--- config.mk ---
export PLATFORM = sky130hd
export DESIGN_NAME = scl_guard
export DESIGN_NICKNAME = d
export VERILOG_FILES = /design/src/rtl/scl_guard_pkg.sv /design/src/rtl/scl_guard_filter.sv /design/src/rtl/scl_guard_tick.sv /design/src/rtl/scl_guard_lowcnt.sv /design/src/rtl/scl_guard.sv
export SDC_FILE = /design/constraint.sdc
export NUM_CORES = 1
export LEC_CHECK = 0
export BUFFER_PORTS_ARGS = -buffer_cell sky130_fd_sc_hd__buf_4
export CELL_PAD_IN_SITES_DETAIL_PLACEMENT = 0
export CELL_PAD_IN_SITES_GLOBAL_PLACEMENT = 1
export CORE_UTILIZATION = 46
export DETAILED_ROUTE_END_ITERATION = 16
export PLACE_DENSITY_LB_ADDON = 0.1
export SLEW_MARGIN = 20
export SYNTH_ARGS = -nofsm -noshare
export SYNTH_HDL_FRONTEND = slang
export SYNTH_HIERARCHICAL = 1
export SYNTH_SLANG_ARGS = --single-unit
--- constraint.sdc ---
create_clock -name clk -period 4.8 [get_ports clk]
set_input_delay 0.24 -clock clk [delete_from_list [all_inputs] [get_ports clk]]
set_output_delay 0.24 -clock clk [all_outputs]
set_load 0.1 [all_outputs]
--- src/rtl/scl_guard_pkg.sv ---
package scl_guard_pkg;

  // Level of the bus clock line when nothing drives it.
  localparam logic SCL_IDLE_LVL = 1'b1;

  // Registered results of the low-time counter.
  typedef struct packed {
    logic timeout;
    logic bus_reset;
    logic sticky;
    logic warn;
  } guard_flags_t;

endpackage

--- src/rtl/scl_guard_filter.sv ---
module scl_guard_filter
  import scl_guard_pkg::*;
#(
  parameter int SYNC_STAGES = 2,
  parameter int FILT_LEN    = 3
) (
  input  logic clk,
  input  logic rst,
  input  logic scl_in,
  output logic scl_filt
);

  logic [SYNC_STAGES-1:0] sync_q;
  logic [FILT_LEN-1:0]    hist_q;
  logic                   filt_q;
  logic                   sync_out;

  always_ff @(posedge clk) begin
    if (rst) sync_q <= {SYNC_STAGES{SCL_IDLE_LVL}};
    else     sync_q <= {sync_q[SYNC_STAGES-2:0], scl_in};
  end

  assign sync_out = sync_q[SYNC_STAGES-1];

  generate
    if (FILT_LEN > 1) begin : g_shift
      always_ff @(posedge clk) begin
        if (rst) hist_q <= {FILT_LEN{SCL_IDLE_LVL}};
        else     hist_q <= {hist_q[FILT_LEN-2:0], sync_out};
      end
    end else begin : g_single
      always_ff @(posedge clk) begin
        if (rst) hist_q <= {FILT_LEN{SCL_IDLE_LVL}};
        else     hist_q <= sync_out;
      end
    end
  endgenerate

  // A new level passes only once every sample in the window agrees.
  always_ff @(posedge clk) begin
    if (rst)                           filt_q <= SCL_IDLE_LVL;
    else if (hist_q == {FILT_LEN{1'b0}}) filt_q <= 1'b0;
    else if (hist_q == {FILT_LEN{1'b1}}) filt_q <= 1'b1;
  end

  assign scl_filt = filt_q;

  // a window with mixed samples never moves the filtered level
  p_mixed_hold_r2: assert property (@(posedge clk) disable iff (rst)
    (hist_q != {FILT_LEN{1'b0}} && hist_q != {FILT_LEN{1'b1}}) |=> $stable(filt_q));

endmodule

--- src/rtl/scl_guard_tick.sv ---
module scl_guard_tick #(
  parameter int PRE_W = 8
) (
  input  logic             clk,
  input  logic             rst,
  input  logic             en,
  input  logic [PRE_W-1:0] prescale_div,
  output logic             tick
);

  logic [PRE_W-1:0] div_q;
  logic             tick_q;

  always_ff @(posedge clk) begin
    if (rst || !en) begin
      div_q  <= '0;
      tick_q <= 1'b0;
    end else if (div_q == prescale_div) begin
      div_q  <= '0;
      tick_q <= 1'b1;
    end else begin
      div_q  <= div_q + 1'b1;
      tick_q <= 1'b0;
    end
  end

  assign tick = tick_q;

  // with a divide of zero every enabled cycle yields a tick
  p_tick_every_r3: assert property (@(posedge clk) disable iff (rst)
    (en && prescale_div == '0) |=> tick_q);

  // disabled means no tick
  p_tick_off_r9: assert property (@(posedge clk) disable iff (rst)
    !en |=> !tick_q);

endmodule

--- src/rtl/scl_guard_lowcnt.sv ---
module scl_guard_lowcnt
  import scl_guard_pkg::*;
#(
  parameter int             CNT_W      = 16,
  parameter logic [CNT_W-1:0] WARN_TICKS = 100
) (
  input  logic             clk,
  input  logic             rst,
  input  logic             en,
  input  logic             tick,
  input  logic             scl_filt,
  input  logic [CNT_W-1:0] limit,
  input  logic             clr_sticky,
  output guard_flags_t     flags
);

  localparam logic [CNT_W-1:0] CNT_MAX = {CNT_W{1'b1}};

  logic [CNT_W-1:0] cnt_q;
  logic             line_low;
  logic             over_limit;
  logic             fire;
  logic             fired_q;
  logic             timeout_q, bus_reset_q, sticky_q, warn_q;

  assign line_low = (scl_filt != SCL_IDLE_LVL);

  // Saturating low-time counter, cleared whenever the line is high.
  always_ff @(posedge clk) begin
    if (rst || !en || !line_low) cnt_q <= '0;
    else if (tick && cnt_q != CNT_MAX) cnt_q <= cnt_q + 1'b1;
  end

  assign over_limit = en && line_low && (cnt_q >= limit);
  assign fire       = over_limit && !fired_q;

  // Remembers that this low period already produced its reset pulse.
  always_ff @(posedge clk) begin
    if (rst || !en || !line_low) fired_q <= 1'b0;
    else if (fire)               fired_q <= 1'b1;
  end

  always_ff @(posedge clk) begin
    if (rst) begin
      timeout_q   <= 1'b0;
      bus_reset_q <= 1'b0;
      sticky_q    <= 1'b0;
      warn_q      <= 1'b0;
    end else begin
      timeout_q   <= over_limit;
      bus_reset_q <= fire;
      sticky_q    <= (sticky_q && !clr_sticky) || fire;
      warn_q      <= en && line_low && (cnt_q >= WARN_TICKS);
    end
  end

  assign flags = '{timeout: timeout_q, bus_reset: bus_reset_q,
                   sticky: sticky_q, warn: warn_q};

  // the count only holds, steps by one, or clears
  p_cnt_step_r3: assert property (@(posedge clk) disable iff (rst)
    1'b1 |=> (cnt_q == '0 || cnt_q == $past(cnt_q) || cnt_q == $past(cnt_q) + 1'b1));

  // the reset request never lasts two cycles
  p_pulse_once_r5: assert property (@(posedge clk) disable iff (rst)
    bus_reset_q |=> !bus_reset_q);

  // the reset request coincides with the live timeout flag
  p_pulse_flag_r5: assert property (@(posedge clk) disable iff (rst)
    bus_reset_q |-> timeout_q);

  // the sticky bit only rises with a reset request
  p_sticky_rise_r6: assert property (@(posedge clk) disable iff (rst)
    $rose(sticky_q) |-> bus_reset_q);

  // disabling clears the count and blocks the flags
  p_disabled_idle_r9: assert property (@(posedge clk) disable iff (rst)
    !en |=> (cnt_q == '0 && !timeout_q && !bus_reset_q && !warn_q));

  // a full counter stays full while the line stays low
  p_no_wrap_r10: assert property (@(posedge clk) disable iff (rst)
    (cnt_q == CNT_MAX && en && line_low) |=> cnt_q == CNT_MAX);

endmodule

--- src/rtl/scl_guard.sv ---
module scl_guard
  import scl_guard_pkg::*;
#(
  parameter int               CNT_W       = 16,
  parameter int               PRE_W       = 8,
  parameter int               SYNC_STAGES = 2,
  parameter int               FILT_LEN    = 3,
  parameter logic [CNT_W-1:0] WARN_TICKS  = 100
) (
  input  logic             clk,
  input  logic             rst,
  input  logic             en,
  input  logic             scl_raw,
  input  logic [PRE_W-1:0] prescale_div,
  input  logic [CNT_W-1:0] limit,
  input  logic             clr_sticky,
  output logic             timeout_o,
  output logic             bus_reset_o,
  output logic             sticky_o,
  output logic             warn_o
);

  logic         scl_filt;
  logic         tick;
  guard_flags_t flags;

  scl_guard_filter #(
    .SYNC_STAGES(SYNC_STAGES),
    .FILT_LEN   (FILT_LEN)
  ) u_filter (
    .clk     (clk),
    .rst     (rst),
    .scl_in  (scl_raw),
    .scl_filt(scl_filt)
  );

  scl_guard_tick #(
    .PRE_W(PRE_W)
  ) u_tick (
    .clk         (clk),
    .rst         (rst),
    .en          (en),
    .prescale_div(prescale_div),
    .tick        (tick)
  );

  scl_guard_lowcnt #(
    .CNT_W     (CNT_W),
    .WARN_TICKS(WARN_TICKS)
  ) u_lowcnt (
    .clk       (clk),
    .rst       (rst),
    .en        (en),
    .tick      (tick),
    .scl_filt  (scl_filt),
    .limit     (limit),
    .clr_sticky(clr_sticky),
    .flags     (flags)
  );

  assign timeout_o   = flags.timeout;
  assign bus_reset_o = flags.bus_reset;
  assign sticky_o    = flags.sticky;
  assign warn_o      = flags.warn;

  // no output is active in the cycle after reset
  p_reset_quiet_r1: assert property (@(posedge clk)
    rst |=> (!timeout_o && !bus_reset_o && !sticky_o && !warn_o));

endmodule

[After elaboration in Yosys (flattened, before gate mapping)]
Cells that the tools add are included.
Storage, ports and cells
  bits in registers: 36
  input bits: 29
  output and inout bits: 4
Operators by class
  bitwise gates (word level): 1
  reduce and logical (&&, ||, !) cells: 15
  order comparisons: 2
  equal/unequal tests: 3
  $add $sub $neg: 2
  mux-type cells: 3
Operators with widths (count)
  16-bit by 1-bit adder with 16-bit output, second input constant: 1
  16-bit >= comparator: 1
  16-bit by 7-bit >= comparator with 1-bit output, second input constant: 1
  16-bit inequality test, second input constant: 1
  8-bit by 1-bit adder with 8-bit output, second input constant: 1
  8-bit equality test: 1
  1-bit logical AND: 6
  3-bit equality test, second input constant: 1
  1-bit logical NOT: 3
  3-bit logical NOT: 1
  1-bit logical OR: 3
  1-bit 2-to-1 mux: 3
  2-bit nonzero test: 1
  2-bit OR reduction: 1
  1-bit NOT: 1

[Logic depth before layout (Yosys ltp)]
  depth in word-level cells: 5
  gate-level depth with buffers: 6

[Hierarchy]
The synthesis kept the hierarchy.
Modules (own cells, without submodules)
  scl_guard_lowcnt: area an instance 1524.0 µm², cells each 184, seq. area each 420.4 µm², instances 1
  scl_guard_tick: area an instance 508.0 µm², cells each 48, seq. area each 180.2 µm², instances 1
  scl_guard_filter: area an instance 181.4 µm², cells each 15, seq. area each 120.1 µm², instances 1

[Least setup slack after synthesis]
No wires, ideal clock.
  kind: register to register
  start point: reg u_lowcnt.cnt_q[13]
  end point: reg u_lowcnt.bus_reset_q
  library setup time: 0.086 ns
  cell stages (with the launch flop): 6
  buffers on the path: 0
  slack: 3.125 ns
  data arrival time: 1.589 ns
  required time: 4.714 ns
  period minus slack after synthesis: 1.675 ns
  cell sequence: dfxtp_1 ha_1 nand4_1 a211o_1 o32a_1 a211oi_1
Between the ends
  word-level cells in the longest chain between the ends: 3
RTL lines
  start: declaration: line scl_guard_lowcnt.sv:19  | logic [CNT_W-1:0] cnt_q;
  start signal: assignment: line scl_guard_lowcnt.sv:31  | else if (tick && cnt_q != CNT_MAX) cnt_q <= cnt_q + 1'b1;
  16-bit >= comparator: line scl_guard_lowcnt.sv:34  | assign over_limit = en && line_low && (cnt_q >= limit);
  1-bit logical AND: line scl_guard_lowcnt.sv:34
  1-bit logical AND: line scl_guard_lowcnt.sv:35  | assign fire = over_limit && !fired_q;
  end signal: assignment: line scl_guard_lowcnt.sv:51  | bus_reset_q <= fire;
  end: declaration: line scl_guard_lowcnt.sv:24  | logic timeout_q, bus_reset_q, sticky_q, warn_q;
Every way passes these cells.
A chain may end at the register's enable or synchronous reset.

[Worst setup path after layout]
  start point: reg u_lowcnt.cnt_q[12]
  end point: reg u_lowcnt.sticky_q
Between the ends
  word-level cells in the longest chain between the ends: 4
RTL lines
  16-bit >= comparator: line scl_guard_lowcnt.sv:34
  1-bit logical AND: line scl_guard_lowcnt.sv:34
  1-bit logical AND: line scl_guard_lowcnt.sv:35
  1-bit logical OR: line scl_guard_lowcnt.sv:52  | sticky_q <= (sticky_q && !clr_sticky) || fire;
  end signal: assignment: line scl_guard_lowcnt.sv:52
  end: declaration: line scl_guard_lowcnt.sv:24
Every way passes these cells.

==> results.env <==
COMBINATIONAL_FAMILY_WITH_THE_MOST_AREA_AFTER_SYNTHESIS='simple AND/OR/NAND/NOR gates'
SETUP_REPAIR_AFTER_GLOBAL_ROUTING_MISSED_ITS_MARGIN='no'
WORST_VOLTAGE_DROP_ACROSS_THE_VDD_GRID_V=0.0002079
FILLCELLCOUNT=414
TRITONCTS='done'
POWERDENSITY_nW_PER_UM2=236.6
CTSHOLDBUFFERS=0
CP_MAX_STAGE_CELL='nor4_1'
LARGEST_DELAY_CONTRIBUTOR_FAMILY_ON_THE_CRITICAL_PATH='simple AND/OR/NAND/NOR gates'
MAX_CLOCK_FREQ_GHz=0.4502
CRITPATHKIND='reg -> reg'
FINALPOWER_mW=0.6060
CRITICAL_PATH_BUF_INV_COUNT=0
DIE_W_UM=71.37
FINALMAXSLEWVIOLATIONS=0
POST-ROUTE-MIN-PERIOD_PS=2221
VIAS_IN_THE_FIRST_GLOBAL_ROUTE=1802
TIMING.CRITICAL_PATH.CELLS='ha_1 -> nand4_1 -> nor3_1 -> nor4_1 -> a31oi_1'
TIMING.CLOCK.SKEW_PS=7.067
ASYNC_RESET_FF_SHARE_PCT=0
SYN_AVG_CELL_AREA_UM2=8.961
DRC=3
SYN2LAYOUT_AREA_GROWTH_PCT=15.72
DR_TOTAL_VIAS=1874
TRITONCTS_NUM_SINKS=36
SYNTH_FA_HA_AREA_SHARE_PCT=10.74
WORST_SLEW_PIN_SLEW_PS=1041
TIMING_HOLD_VIOLATIONS_FINAL=0
FINAL_CELL_AREA_UM2=2561
INITIAL_ANTENNA_VIOLATION_COUNT=0
WORST_EP_ARRIVAL_TIME_PS=2340
LAYOUT_COMMON_CELLS='dfxtp_1 (36), buf_4 (32), inv_1 (24)'
FLOORPLAN.IO_PINS=33
SYNTH_CELL_TYPE_COUNT=56
SYNTHSIMPLEGATEAREAFRAC_PCT=24.36
CTS.REPAIR.RESIZED=0
CRITICAL_PATH.MAX_STAGE_DELAY_PS=860
DRIVE_GT1_SHARE_PCT=19.71
GP_CONGESTION=0.7712
CTS_INSERTED_BUFFERS=5
SYNTH-WARNING-COUNT=6
SYNTH_COMPOUND_GATE_AREA_SHARE_PCT=19.39
NETLIST_AREA_UM2=2213
HOLD_CLASS='in -> reg'
CTS-ROOT-TO-SINK-BUFFERS=2
CRITPATHREQUIREDTIME_PS=4920
SLEW_HEADROOM_PCT=30.43
GRT_PASS1_WL_UM=7893
GRT_OVERFLOW=0
WORSTSKEWPAIRLATENCY_PS=290
CRITICAL_PATH_END_TYPE='flip-flop'
YOSYS-MUX-AREA-FRACTION_PCT=0.9045
RUN_STATUS='finished with violations'
WIRELENGTH_UM=4468
TIMING.FINAL.SETUP_VIOLATIONS=0
INITIAL_UTILIZATION_PCT=49.47
CTS.REPAIR_TIMING.SETUP_BUFFER_COUNT=0
NNETSFINAL=326
VIOLATIONS='design-rule violations'
CP_MAX_FO=7
LARGEST_NET_DEGREE_AT_THE_START_OF_GLOBAL_ROUTING=19
SYN_NETS=295
FINAL_COMMON_CELL='dfxtp_1'
DETAILEDROUTE.FIRSTPASSITERATIONCOUNT=10
DIODE_INSERTION_COUNT_FOR_ANTENNA_REPAIR=0
SYNTH_XOR_XNOR_AREA_SHARE_PCT=5.031
HTREEDEPTH=2
DIEAREA_UM2=5093
SYNTHESIS.INSTANCES=247
BUFFER_PORTS.INSERTED=32
OVERALL_DIE_HEIGHT_UM=71.37
GLOBAL_ROUTE.USAGE.TOTAL_PCT=19.57
DPL-INSTANCE-AREA_UM2=2454
TOP_FLIP_FLOP_CELL_BY_INSTANCE_COUNT_AFTER_SYNTHESIS='dfxtp_1'
CORE.ROWCOUNT=24
DRT_FIRST_ITER_VIOLATIONS=92
P_LEAK_nW=1.003
MIN_PERIOD_OVER_PERIOD_PCT=46.27
WORST_SETUP_PATH_START_KIND='flip-flop'
POST-ROUTE-WORST-SETUP-SLACK_PS=2579
POSTSYNTHREGISTERBITS=36
ROUTE.ANTENNA.REMAINING_NETS=0
FINALSETUPTNS_PS=0
EDFF_COUNT_SYNTH=0
WORST_SETUP_HOLD_PATH_CLK_SLEW_PS=80
VIAS_PER_CELL=5.662
POST-DP-HPWL_UM=3364
PLACEMENT.SETUP.WORST_SLACK_PS=2608
SYNTH_SEQ_AREA_SHARE_PCT=32.56
POST_DRT_WL_PER_CELL_UM=13.50
ROOT_BUFFER_SELECTED_BY_CTS='clkbuf_8'
CAP_VIOL_MAX_COUNT=0
FLOORPLAN.CORE_AREA_UM2=4474
==> sequential cells by signal (all words and copies together), names as in the netlist <==
register / flops
u_filter/hist_q: 3
u_lowcnt/cnt_q: 16
u_tick/div_q: 8
u_lowcnt/warn_q: 1
u_lowcnt/sticky_q: 1
u_lowcnt/timeout_q: 1
u_filter/scl_filt: 1
u_filter/sync_q: 2
u_tick/tick: 1
u_lowcnt/fired_q: 1
u_lowcnt/bus_reset_q: 1
==> cell type report <==
type                            count  area [µm²]  area share (%)
Clock buffer                        6       72.57           2.833
Clock inverter                      2       35.03           1.368
Inverter                           24       90.09           3.517
Multi-Input combinational cell    179        1338           52.22
Sequential cell                    36       720.7           28.14
Tap cell                           52       65.06           2.540
Timing Repair Buffer               32       240.2           9.380
==> synth_stat cells, types with 2 or more instances <==
library cell | instances | area share, %
dfxtp_1 | 36 | 33
inv_1 | 24 | 4.1
ha_1 | 19 | 11
nand2_1 | 18 | 3.1
a21oi_1 | 16 | 3.6
o21ai_0 | 10 | 2.3
nand3_1 | 8 | 1.8
nand4_1 | 8 | 2.3
xor2_1 | 8 | 3.2
a211oi_1 | 7 | 2.4
nor3_1 | 6 | 1.4
o31ai_1 | 6 | 2.0
or3_1 | 6 | 1.7
or4_1 | 6 | 2.0
nor2_1 | 5 | 0.85
or2_1 | 5 | 1.4
a31oi_1 | 4 | 1.1
buf_4 | 4 | 1.4
a2111o_1 | 3 | 1.5
a221oi_1 | 3 | 1.2
nand2b_1 | 3 | 0.85
a21o_1 | 2 | 0.68
buf_6 | 2 | 1.0
mux2i_1 | 2 | 0.90
nor4_1 | 2 | 0.57
nor4_4 | 2 | 1.9
o21ai_1 | 2 | 0.45
xor2_2 | 2 | 1.5
==> power by group <==
part | switching (mW) | leakage [nW] | internal (mW) | total [mW]
combinational | 0.0179 | 0.657 | 0.0236 | 0.0415
clock | 0.108 | 0.0552 | 0.154 | 0.262
sequential | 0.00171 | 0.291 | 0.301 | 0.302
==> path summary, 6_finish.rpt <==
kind | from | end | slack [ps] | cells after the start
max | u_lowcnt/cnt_q[12] | u_lowcnt/sticky_q | 2580 | 5
max reg2reg | u_lowcnt/cnt_q[12] | u_lowcnt/sticky_q | 2580 | 5
min | scl_raw | u_filter/sync_q[0] | 130 | 2
min reg2reg | u_filter/sync_q[0] | u_filter/sync_q[1] | 410 | 1
==> per-stage QoR <==
stage               hold slack [ps]  util, %  instances
floorplan                     337.1        -        247
global placement              389.5    54.84        323
detailed placement            400.8    54.84        323
CTS                           123.8    57.24        331
global route                  122.0    57.24        331
finish                        128.2    57.24        331
==> cell families after synthesis <==
family	count (synthesis)
XOR/XNOR	11
buffers and inverters	32
flip-flops	36
AO/OA/AOI/OAI	63
multiplexers	2
adder cells (fa/ha/maj)	19
AND/OR/NAND/NOR	84
==> layer usage <==
| layer | vias to the layer above | GRT usage, % | wire [µm] |
|---|---|---|---|
| met1 | 839 | 25.59 | 2271 |
| li1 | 986 | - | - |
| met5 | - | 0 | 0 |
| met4 | 0 | 6.889 | 40 |
| met2 | 45 | 32.17 | 1976 |
| met3 | 4 | 3.938 | 179 |
Power figures use the tool's default switching activity.
